==> src/rtl/tlq_pkg.sv <==
package tlq_pkg;
   typedef enum logic {
      ARB_IDLE  = 1'b0,
      ARB_SERVE = 1'b1
   } arb_state_e;
endpackage

==> src/rtl/tlq_req.sv <==
module tlq_req #(
   parameter int NQ   = 4,
   parameter int OCCW = 5
) (
   input  logic [NQ*OCCW-1:0] level,
   input  logic [NQ*OCCW-1:0] thresh,
   output logic [NQ-1:0]      req
);
   for (genvar i = 0; i < NQ; i++) begin : g_req
      assign req[i] = (level[i*OCCW +: OCCW] != '0) &&
                      (level[i*OCCW +: OCCW] >= thresh[i*OCCW +: OCCW]);
   end
endmodule

==> src/rtl/tlq_pick.sv <==
module tlq_pick #(
   parameter int NQ     = 4,
   parameter int PRIO_W = 2,
   parameter int IW     = 2
) (
   input  logic [NQ-1:0]        req,
   input  logic [NQ*PRIO_W-1:0] prio,
   output logic                 any,
   output logic [IW-1:0]        best_idx,
   output logic [PRIO_W-1:0]    best_prio
);
   always_comb begin
      any       = 1'b0;
      best_idx  = '0;
      best_prio = '0;
      for (int i = 0; i < NQ; i++) begin
         if (req[i] && (!any || prio[i*PRIO_W +: PRIO_W] > best_prio)) begin
            any       = 1'b1;
            best_idx  = IW'(i);
            best_prio = prio[i*PRIO_W +: PRIO_W];
         end
      end
   end
endmodule

==> src/rtl/tlq_mux.sv <==
module tlq_mux #(
   parameter int NQ = 4,
   parameter int DW = 16,
   parameter int IW = 2
) (
   input  logic [IW-1:0]    sel,
   input  logic [NQ*DW-1:0] data,
   input  logic [NQ-1:0]    valid,
   output logic [DW-1:0]    data_o,
   output logic             valid_o
);
   if ((1 << IW) == NQ) begin : g_indexed
      assign data_o  = data[sel*DW +: DW];
      assign valid_o = valid[sel];
   end else begin : g_andor
      always_comb begin
         data_o  = '0;
         valid_o = 1'b0;
         for (int i = 0; i < NQ; i++) begin
            if (sel == IW'(i)) begin
               data_o  = data[i*DW +: DW];
               valid_o = valid[i];
            end
         end
      end
   end
endmodule

==> src/rtl/trace_merge_arb.sv <==
module trace_merge_arb
   import tlq_pkg::*;
#(
   parameter int NQ     = 4,
   parameter int DW     = 16,
   parameter int QDEPTH = 16,
   parameter int PRIO_W = 2,
   parameter int GW     = 8,
   localparam int OCCW  = $clog2(QDEPTH + 1),
   localparam int IW    = (NQ > 1) ? $clog2(NQ) : 1
) (
   input  logic                 clk,
   input  logic                 rst_n,
   input  logic [NQ*OCCW-1:0]   q_level,
   input  logic [NQ*DW-1:0]     q_data,
   input  logic [NQ-1:0]        q_valid,
   output logic [NQ-1:0]        q_pop,
   output logic [DW-1:0]        out_data,
   output logic                 out_valid,
   input  logic                 out_ready,
   input  logic [NQ*OCCW-1:0]   cfg_thresh,
   input  logic [NQ*PRIO_W-1:0] cfg_prio,
   input  logic [GW-1:0]        cfg_gran,
   output logic [IW-1:0]        grant_idx,
   output logic                 grant_active
);
   if (NQ < 2 || DW < 1 || QDEPTH < 1 || PRIO_W < 1 || GW < 1) begin : g_bad_cfg
      $error("trace_merge_arb: NQ must be >= 2 and all widths >= 1");
   end

   arb_state_e        st;
   logic [IW-1:0]     cur;
   logic [GW-1:0]     served, gran_l, served_nxt;
   logic [NQ-1:0]     req;
   logic              any_req;
   logic [IW-1:0]     best_idx;
   logic [PRIO_W-1:0] best_prio, cur_prio;
   logic [OCCW-1:0]   cur_lvl, cur_thr, lvl_after, fire_w;
   logic [DW-1:0]     mux_data;
   logic              mux_valid, fire, hp_wait, empty_rel, lazy_rel, release_now;

   tlq_req #(.NQ(NQ), .OCCW(OCCW)) u_req (
      .level (q_level),
      .thresh(cfg_thresh),
      .req   (req)
   );

   tlq_pick #(.NQ(NQ), .PRIO_W(PRIO_W), .IW(IW)) u_pick (
      .req      (req),
      .prio     (cfg_prio),
      .any      (any_req),
      .best_idx (best_idx),
      .best_prio(best_prio)
   );

   tlq_mux #(.NQ(NQ), .DW(DW), .IW(IW)) u_mux (
      .sel    (cur),
      .data   (q_data),
      .valid  (q_valid),
      .data_o (mux_data),
      .valid_o(mux_valid)
   );

   always_comb begin
      cur_lvl  = '0;
      cur_thr  = '0;
      cur_prio = '0;
      for (int i = 0; i < NQ; i++) begin
         if (cur == IW'(i)) begin
            cur_lvl  = q_level[i*OCCW +: OCCW];
            cur_thr  = cfg_thresh[i*OCCW +: OCCW];
            cur_prio = cfg_prio[i*PRIO_W +: PRIO_W];
         end
      end
   end

   assign grant_active = (st == ARB_SERVE);
   assign grant_idx    = cur;
   assign out_valid    = grant_active && mux_valid;
   assign out_data     = mux_data;
   assign fire         = out_valid && out_ready;

   for (genvar i = 0; i < NQ; i++) begin : g_pop
      assign q_pop[i] = fire && (cur == IW'(i));
   end

   assign fire_w      = {{(OCCW-1){1'b0}}, fire};
   assign served_nxt  = (fire && served != '1) ? served + 1'b1 : served;
   assign lvl_after   = (cur_lvl > fire_w) ? cur_lvl - fire_w : '0;
   assign hp_wait     = any_req && (best_prio > cur_prio);
   assign empty_rel   = (cur_lvl <= fire_w);
   assign lazy_rel    = (served_nxt >= gran_l) && ((lvl_after < cur_thr) || hp_wait);
   assign release_now = empty_rel || lazy_rel;

   always_ff @(posedge clk or negedge rst_n) begin
      if (!rst_n) begin
         st     <= ARB_IDLE;
         cur    <= '0;
         served <= '0;
         gran_l <= '0;
      end else begin
         case (st)
            ARB_IDLE: begin
               if (any_req) begin
                  st     <= ARB_SERVE;
                  cur    <= best_idx;
                  served <= '0;
                  gran_l <= cfg_gran;
               end
            end
            default: begin
               if (release_now) begin
                  st <= ARB_IDLE;
               end else begin
                  served <= served_nxt;
               end
            end
         endcase
      end
   end
endmodule

==> config.mk <==
export PLATFORM = sky130hd
export DESIGN_NAME = trace_merge_arb
export DESIGN_NICKNAME = d
export VERILOG_FILES = /design/src/rtl/tlq_pkg.sv /design/src/rtl/tlq_req.sv /design/src/rtl/tlq_pick.sv /design/src/rtl/tlq_mux.sv /design/src/rtl/trace_merge_arb.sv
export SDC_FILE = /design/constraint.sdc
export NUM_CORES = 1
export LEC_CHECK = 0
export ABC_AREA = 0
export BUFFER_PORTS_ARGS = -buffer_cell sky130_fd_sc_hd__buf_2
export CAP_MARGIN = 20
export CELL_PAD_IN_SITES_DETAIL_PLACEMENT = 1
export CELL_PAD_IN_SITES_GLOBAL_PLACEMENT = 1
export CORE_ASPECT_RATIO = 0.8
export CORE_UTILIZATION = 34
export CTS_CLUSTER_DIAMETER = 100
export DETAILED_ROUTE_END_ITERATION = 8
export HOLD_SLACK_MARGIN = 0.03
export MAX_ROUTING_LAYER = met4
export PLACE_DENSITY_LB_ADDON = 0.1
export SLEW_MARGIN = 20
export SYNTH_ARGS = -nofsm -noshare
export SYNTH_HDL_FRONTEND = slang
export SYNTH_HIERARCHICAL = 1
export SYNTH_SLANG_ARGS = --single-unit
==> constraint.sdc <==
create_clock -name clk -period 5.55 [get_ports clk]
set_clock_uncertainty 0.2 [all_clocks]
set_input_delay 1.11 -clock clk [delete_from_list [all_inputs] [get_ports clk]]
set_output_delay 1.11 -clock clk [all_outputs]
set_load 0.01 [all_outputs]
# Yosys cells after proc, flatten, opt, wreduce, memory -nomap -nowiden
# Cells that the tools add are included.
# Widths: inputs -> output; s select.
# classes
n_reduce_logical	32
bitwise	1
addsub	2
n_lt_le_gt_ge	13
n_eq_ne	5
n_mux	33
shifts	1
# op_table
op	n
$shiftx 64x7->16	1
$mux 5	9
$mux 8	4
$ge 5x5->1	4
$mux 2	10
$reduce_bool 5->1	4
$logic_and 1x1->1	16
$mux 1	9
$add 8x1->8 const B	1
$ge 8x8->1	1
$gt 2x2->1	4
$ne 8x8->1 const B	1
$gt 5x1->1	1
$le 5x1->1	1
$logic_or 1x1->1	5
$lt 5x5->1	1
$sub 5x1->5	1
$eq 2x2->1 const B	2
$reduce_and 2->1	2
$logic_not 1->1	3
$lt 2x3->1 const B	1
$bmux 1 s2	1
$eq 2x1->1 const B	1
$logic_not 2->1	1
other kinds (3)	3
# totals
out_inout_bits	24
regBits	19
in_bits	127

# Logic depth before layout (Yosys ltp)
# depth
ltp_word	22
ltp_mapped	30
depth_no_buf	30

# By module
# The synthesis kept the hierarchy.
# by_module_without_submodules
module	instances	seq_area_each_um2	cells_each	area_each_um2
trace_merge_arb	1	475.5	192	1751.7
tlq_req	1	0.0	68	505.5
tlq_mux	1	0.0	21	450.4
tlq_pick	1	0.0	38	275.3

# Worst setup path after synthesis
# OpenSTA, ideal clock, no wires.
# synth_path
path_kind	in2reg
start	input q_level[0]
end	register served[7]
slack_ps	-1501
setup_ps	120
stages	29
arrival_ps	6731
cell_sequence	inv_1 ha_1 nand2b_1 a211o_1 o211ai_1 a21oi_1 nand2_1 ha_1 nor2b_1 o311a_1 a32oi_1 ha_1 nor2b_1 a2bb2oi_1 o21ai_0 mux2i_1 inv_1 ha_1 a21oi_1 a21oi_1 o21ai_0 mux2_2 ha_1 nor2b_1 o211ai_1 a21oi_1 a31oi_4 a211oi_1 a31o_2
# synth_between
elab_chain_len	22
elab_cells_between_ends	40
classes_between	add/sub (1); order compare (8); eq/ne (1); mux (13); reduce/logical (17)
# synth_lines
item	line_no	rtl
start, declared	trace_merge_arb.sv:14	input logic [NQ*OCCW-1:0] q_level,
$ge 5x5->1 or $reduce_bool 5->1 (tied branches)	tlq_req.sv:11, tlq_req.sv:10	
$logic_and 1x1->1 *	tlq_req.sv:10	assign req[i] = (level[i*OCCW +: OCCW] != '0) &&
net req[0]	trace_merge_arb.sv:34	logic [NQ-1:0] req;
$mux 2 or $mux 1 (tied branches)	tlq_pick.sv:17	if (req[i] && (!any || prio[i*PRIO_W +: PRIO_W] > best_prio)) begin
$gt 2x2->1 or $logic_not 1->1 (tied branches)	tlq_pick.sv:17	
$logic_or 1x1->1	tlq_pick.sv:17	
$logic_and 1x1->1	tlq_pick.sv:17	
$mux 2 or $mux 1 (tied branches)	tlq_pick.sv:17	
[... 8 more ...]	-	
net best_prio[1]	trace_merge_arb.sv:37	logic [PRIO_W-1:0] best_prio, cur_prio;
$gt 2x2->1 *	trace_merge_arb.sv:90	assign hp_wait = any_req && (best_prio > cur_prio);
$logic_and 1x1->1 *	trace_merge_arb.sv:90	
$logic_or 1x1->1 *	trace_merge_arb.sv:92	assign lazy_rel = (served_nxt >= gran_l) && ((lvl_after < cur_thr) || hp_wait);
$logic_and 1x1->1 *	trace_merge_arb.sv:92	
$logic_or 1x1->1 *	trace_merge_arb.sv:93	assign release_now = empty_rel || lazy_rel;
$ne 2x2->1 (no line) *	-	
$reduce_and 2->1 (no line) *	-	
end signal, assigned	trace_merge_arb.sv:115	served <= served_nxt;
end, declared	trace_merge_arb.sv:33	logic [GW-1:0] served, gran_l, served_nxt;
# Mark *: on every way through the listed nets, which the timed path passes. The rest lies on a longest branch.
# A chain may end at the register's enable or synchronous reset.

# Worst setup path after layout
# layout_path
start	input q_level[1]
end	register st (netlist: grant_active)
# layout_between
elab_chain_len	22
elab_cells_between_ends	40
classes_between	add/sub (1); order compare (8); mux (16); reduce/logical (15)
# layout_lines
item	line_no	rtl
$ge 5x5->1 or $reduce_bool 5->1 (tied branches)	tlq_req.sv:11, tlq_req.sv:10	
$logic_and 1x1->1 *	tlq_req.sv:10	
net req[0]	trace_merge_arb.sv:34	
$mux 2 or $mux 1 (tied branches)	tlq_pick.sv:17	
$gt 2x2->1 or $logic_not 1->1 (tied branches)	tlq_pick.sv:17	
$logic_or 1x1->1	tlq_pick.sv:17	
$logic_and 1x1->1	tlq_pick.sv:17	
$mux 2 or $mux 1 (tied branches)	tlq_pick.sv:17	
[... 8 more ...]	-	
net best_prio[0]	trace_merge_arb.sv:37	
$gt 2x2->1 *	trace_merge_arb.sv:90	
$logic_and 1x1->1 *	trace_merge_arb.sv:90	
$logic_or 1x1->1 *	trace_merge_arb.sv:92	
$logic_and 1x1->1 *	trace_merge_arb.sv:92	
$logic_or 1x1->1 *	trace_merge_arb.sv:93	
$mux 1 *	trace_merge_arb.sv:112	if (release_now) begin
$mux 1 *	trace_merge_arb.sv:102	case (st)
end signal, assigned	trace_merge_arb.sv:97	st <= ARB_IDLE;
end signal, assigned	trace_merge_arb.sv:105	st <= ARB_SERVE;
end signal, assigned	trace_merge_arb.sv:113	st <= ARB_IDLE;
end, declared	trace_merge_arb.sv:31	arb_state_e st;
# Marks and branches as above.

==> flow_metrics.env <==
export IMPL_clk_path_buf_depth=2
export IMPL_grt_pass1_vias=3237
export IMPL_fin_util_pct=51.8
export IMPL_clk_pin_slew_ns=0.08
export IMPL_relSlewSlack_pct=53.8
export IMPL_drv_slew=0
export IMPL_syn_nets=489
export IMPL_synthCells=319
export IMPL_dieArea_um2=9150
export IMPL_fin_hold_ws_ns=0.291
export IMPL_cts_tree="done"
export IMPL_drive_above_1_share_pct=51.6
export IMPL_wire_per_inst_um=18.0
export IMPL_power_leakage_nw=2.30
export IMPL_synth_flop_cell="dfrtp_1"
export IMPL_period_share_pct=118
export IMPL_coreArea_um2=8480
export IMPL_first_pass_iters=4
export IMPL_synth_edff_count=0
export IMPL_vias=3202
export IMPL_grt_pass1_wl_um=17100
export IMPL_worst_pin_slew_ns=0.690
export IMPL_dr_first_iter_drc_count=119
export IMPL_setup_viol=9
export IMPL_area_delta_synth_final_pct=47.4
export IMPL_rsz0062_at_grt="true"
export IMPL_power_density_nw_per_um2=328
export IMPL_ioPinCount=151
export IMPL_drv_cap=0
export IMPL_max_freq_ghz=0.153
export IMPL_reg2reg_to="grant_active"
export IMPL_synthTopCellsByArea="ha_1, mux4_2, dfrtp_1, mux4_1, inv_1"
export IMPL_async_reset_ff_share_pct=100
export IMPL_grtUsageTotal_pct=25.1
export IMPL_yosysWarnings=6
export IMPL_clkLatencyLatePin_ns=0.26
export IMPL_gp_congestion=0.898
export IMPL_start_kind="primary input"
export IMPL_failed_checks="setup timing"
export IMPL_worstPathArrival_ns=6.48
export IMPL_cts_sinks=19
export IMPL_fin_ws_ns=-0.975
export IMPL_ys_ff_latch=19
export IMPL_numCtsBuffers=3
export IMPL_min_from="gran_l[0]"
export IMPL_synth_avg_cell_area_um2=9.35
export IMPL_initial_core_util_pct=35.2
export IMPL_placed_area_um2=4130
export IMPL_rows=30
export IMPL_reg2reg_depth=16
export IMPL_grt_overflow=0
export IMPL_hold_violations=0
export IMPL_max_stage_delay_ns=0.32
export IMPL_status="finished, violations left"
export IMPL_rr_startpoint="grant_idx[0]"
export IMPL_dp_final_hpwl_um=9430
export IMPL_holdPathEnd="gran_l[0]"
export IMPL_cp_slowest_cell="mux2_4"
export IMPL_synth_largest_area_cell="ha_1"
export IMPL_yosysMostFrequentCell="inv_1"
export IMPL_chipWidth_um=107
export IMPL_drt_total_wl_um=11100
export IMPL_final_area_um2=4400
export IMPL_antenna_diode_count=0
export IMPL_grt_max_degree=36
export IMPL_min_path_type="reg -> reg"
export IMPL_vias_per_cell=5.21
export IMPL_nNetsFinal=673
export IMPL_syn_area_um2=2980
export IMPL_required_ns=5.50
export IMPL_ctsHtreeMaxLevel=1
export IMPL_rrSetupSlack_ns=1.28
export IMPL_grt_antenna_before_repair=0
export IMPL_yosys_top_cells_count="inv_1, ha_1, nand2_1"
export IMPL_seq_area_frac_synth_pct=15.9
export IMPL_setup_worst_path_class="in -> reg"
export IMPL_yosysUniqueCellTypes=50
export IMPL_holdPathStages=2
export IMPL_cp_end_kind="flop"
export IMPL_critical_path_max_fanout=6
export IMPL_synth_top_area_share_pct=18.0
export IMPL_drtAntennaViolNets=0
export IMPL_portBuffers=150
export IMPL_ir_drop_mv=0.153
export IMPL_totalPowerFinal_mw=1.44
export IMPL_cts_root_buf="clkbuf_8"
export IMPL_fin_crit_ns=6.53
export IMPL_drc_errors=0
export IMPL_die_y_um=85.8
[report_power, final]
group	switching [mW]	leakage [nW]	internal, mW	total (mW)
Clock	0.0505	0.0217	0.0507	0.101
Combinational	0.558	2.03	0.557	1.11
Sequential	0.0377	0.241	0.187	0.225
[worst max path at each step]
stage,start,endpoint,slack (ns),cells past startpoint
after detailed placement,q_level[0],served[1],-1.54,31
after global placement,q_level[0],grant_active,-1.19,31
after CTS,q_level[0],grant_active,-1.05,32
after floorplan,q_level[0],served[7],-0.91,29
after global routing,q_level[0],grant_active,-1.22,33
final,q_level[1],grant_active,-0.98,31
[registers in the layout, indices dropped and copies added (netlist names)]
name and cells:
served 8, grant_active 1, gran_l 8, grant_idx 2
[layer usage]
metal	up-vias	track usage, %	wire [um]
li1	1534	-	-
met1	1552	30.7	4660
met2	104	44.8	5600
met3	12	3.27	666
met4	0	3.99	136
met5	-	-	0
[layout by cell type (no fill, tap or decap), types with 5 or more instances in the layout]
cell and instances:
buf_2 147, nand2_1 40, inv_1 40, buf_4 37, ha_1 35, mux4_2 23
nor2_1 19, dfrtp_1 18, a21oi_1 10, o21ai_0 9, nand2b_1 8, ha_4 7
mux4_1 7, o211ai_1 6, buf_6 5
[layout make-up]
class | instances | area (um2)
Clock inverter | 1 | 7.51
Clock buffer | 3 | 41.3
Fill cell | 1032 | 4090
Timing Repair Buffer | 190 | 1090
Inverter | 45 | 184
Sequential cell | 19 | 477
Tap cell | 112 | 140
Multi-Input combinational cell | 244 | 2460
[repair_timing]
item	4_1_cts	5_1_grt
pin swaps	23	12
hold buffers	0	0
gates resized for setup	25	8
setup buffers	6	2
setup endpoints to repair	9	9
[worst max-delay path, delay by kind of cell]
kind / cells / cell delay [ns]
fa+ha+maj: 5 / 1.15
simple gates: 6 / 0.81
compound gates: 12 / 2.03
buf+inv: 6 / 0.74
mux: 2 / 0.63
[stage by stage]
stage                     setup WS (ns)  setup TNS [ns]  std cells
after floorplan                  -0.911           -7.50        319
after global placement            -1.19          -10.09        602
after detailed placement          -1.54          -13.39        602
after CTS                         -1.05           -9.10        612
after global routing              -1.22          -10.65        614
final                            -0.975           -8.13        614
[logic make-up after synthesis]
family          Yosys count  share of synthesized area [%]
compound gates           55                           12.5
flops                    19                           15.9
xor+xnor                  8                           2.35
mux                      39                           27.0
buf+inv                  56                           8.22
simple gates             99                           16.0
fa+ha+maj                43                           18.0
No activity file was read; power rests on OpenSTA's default activity.
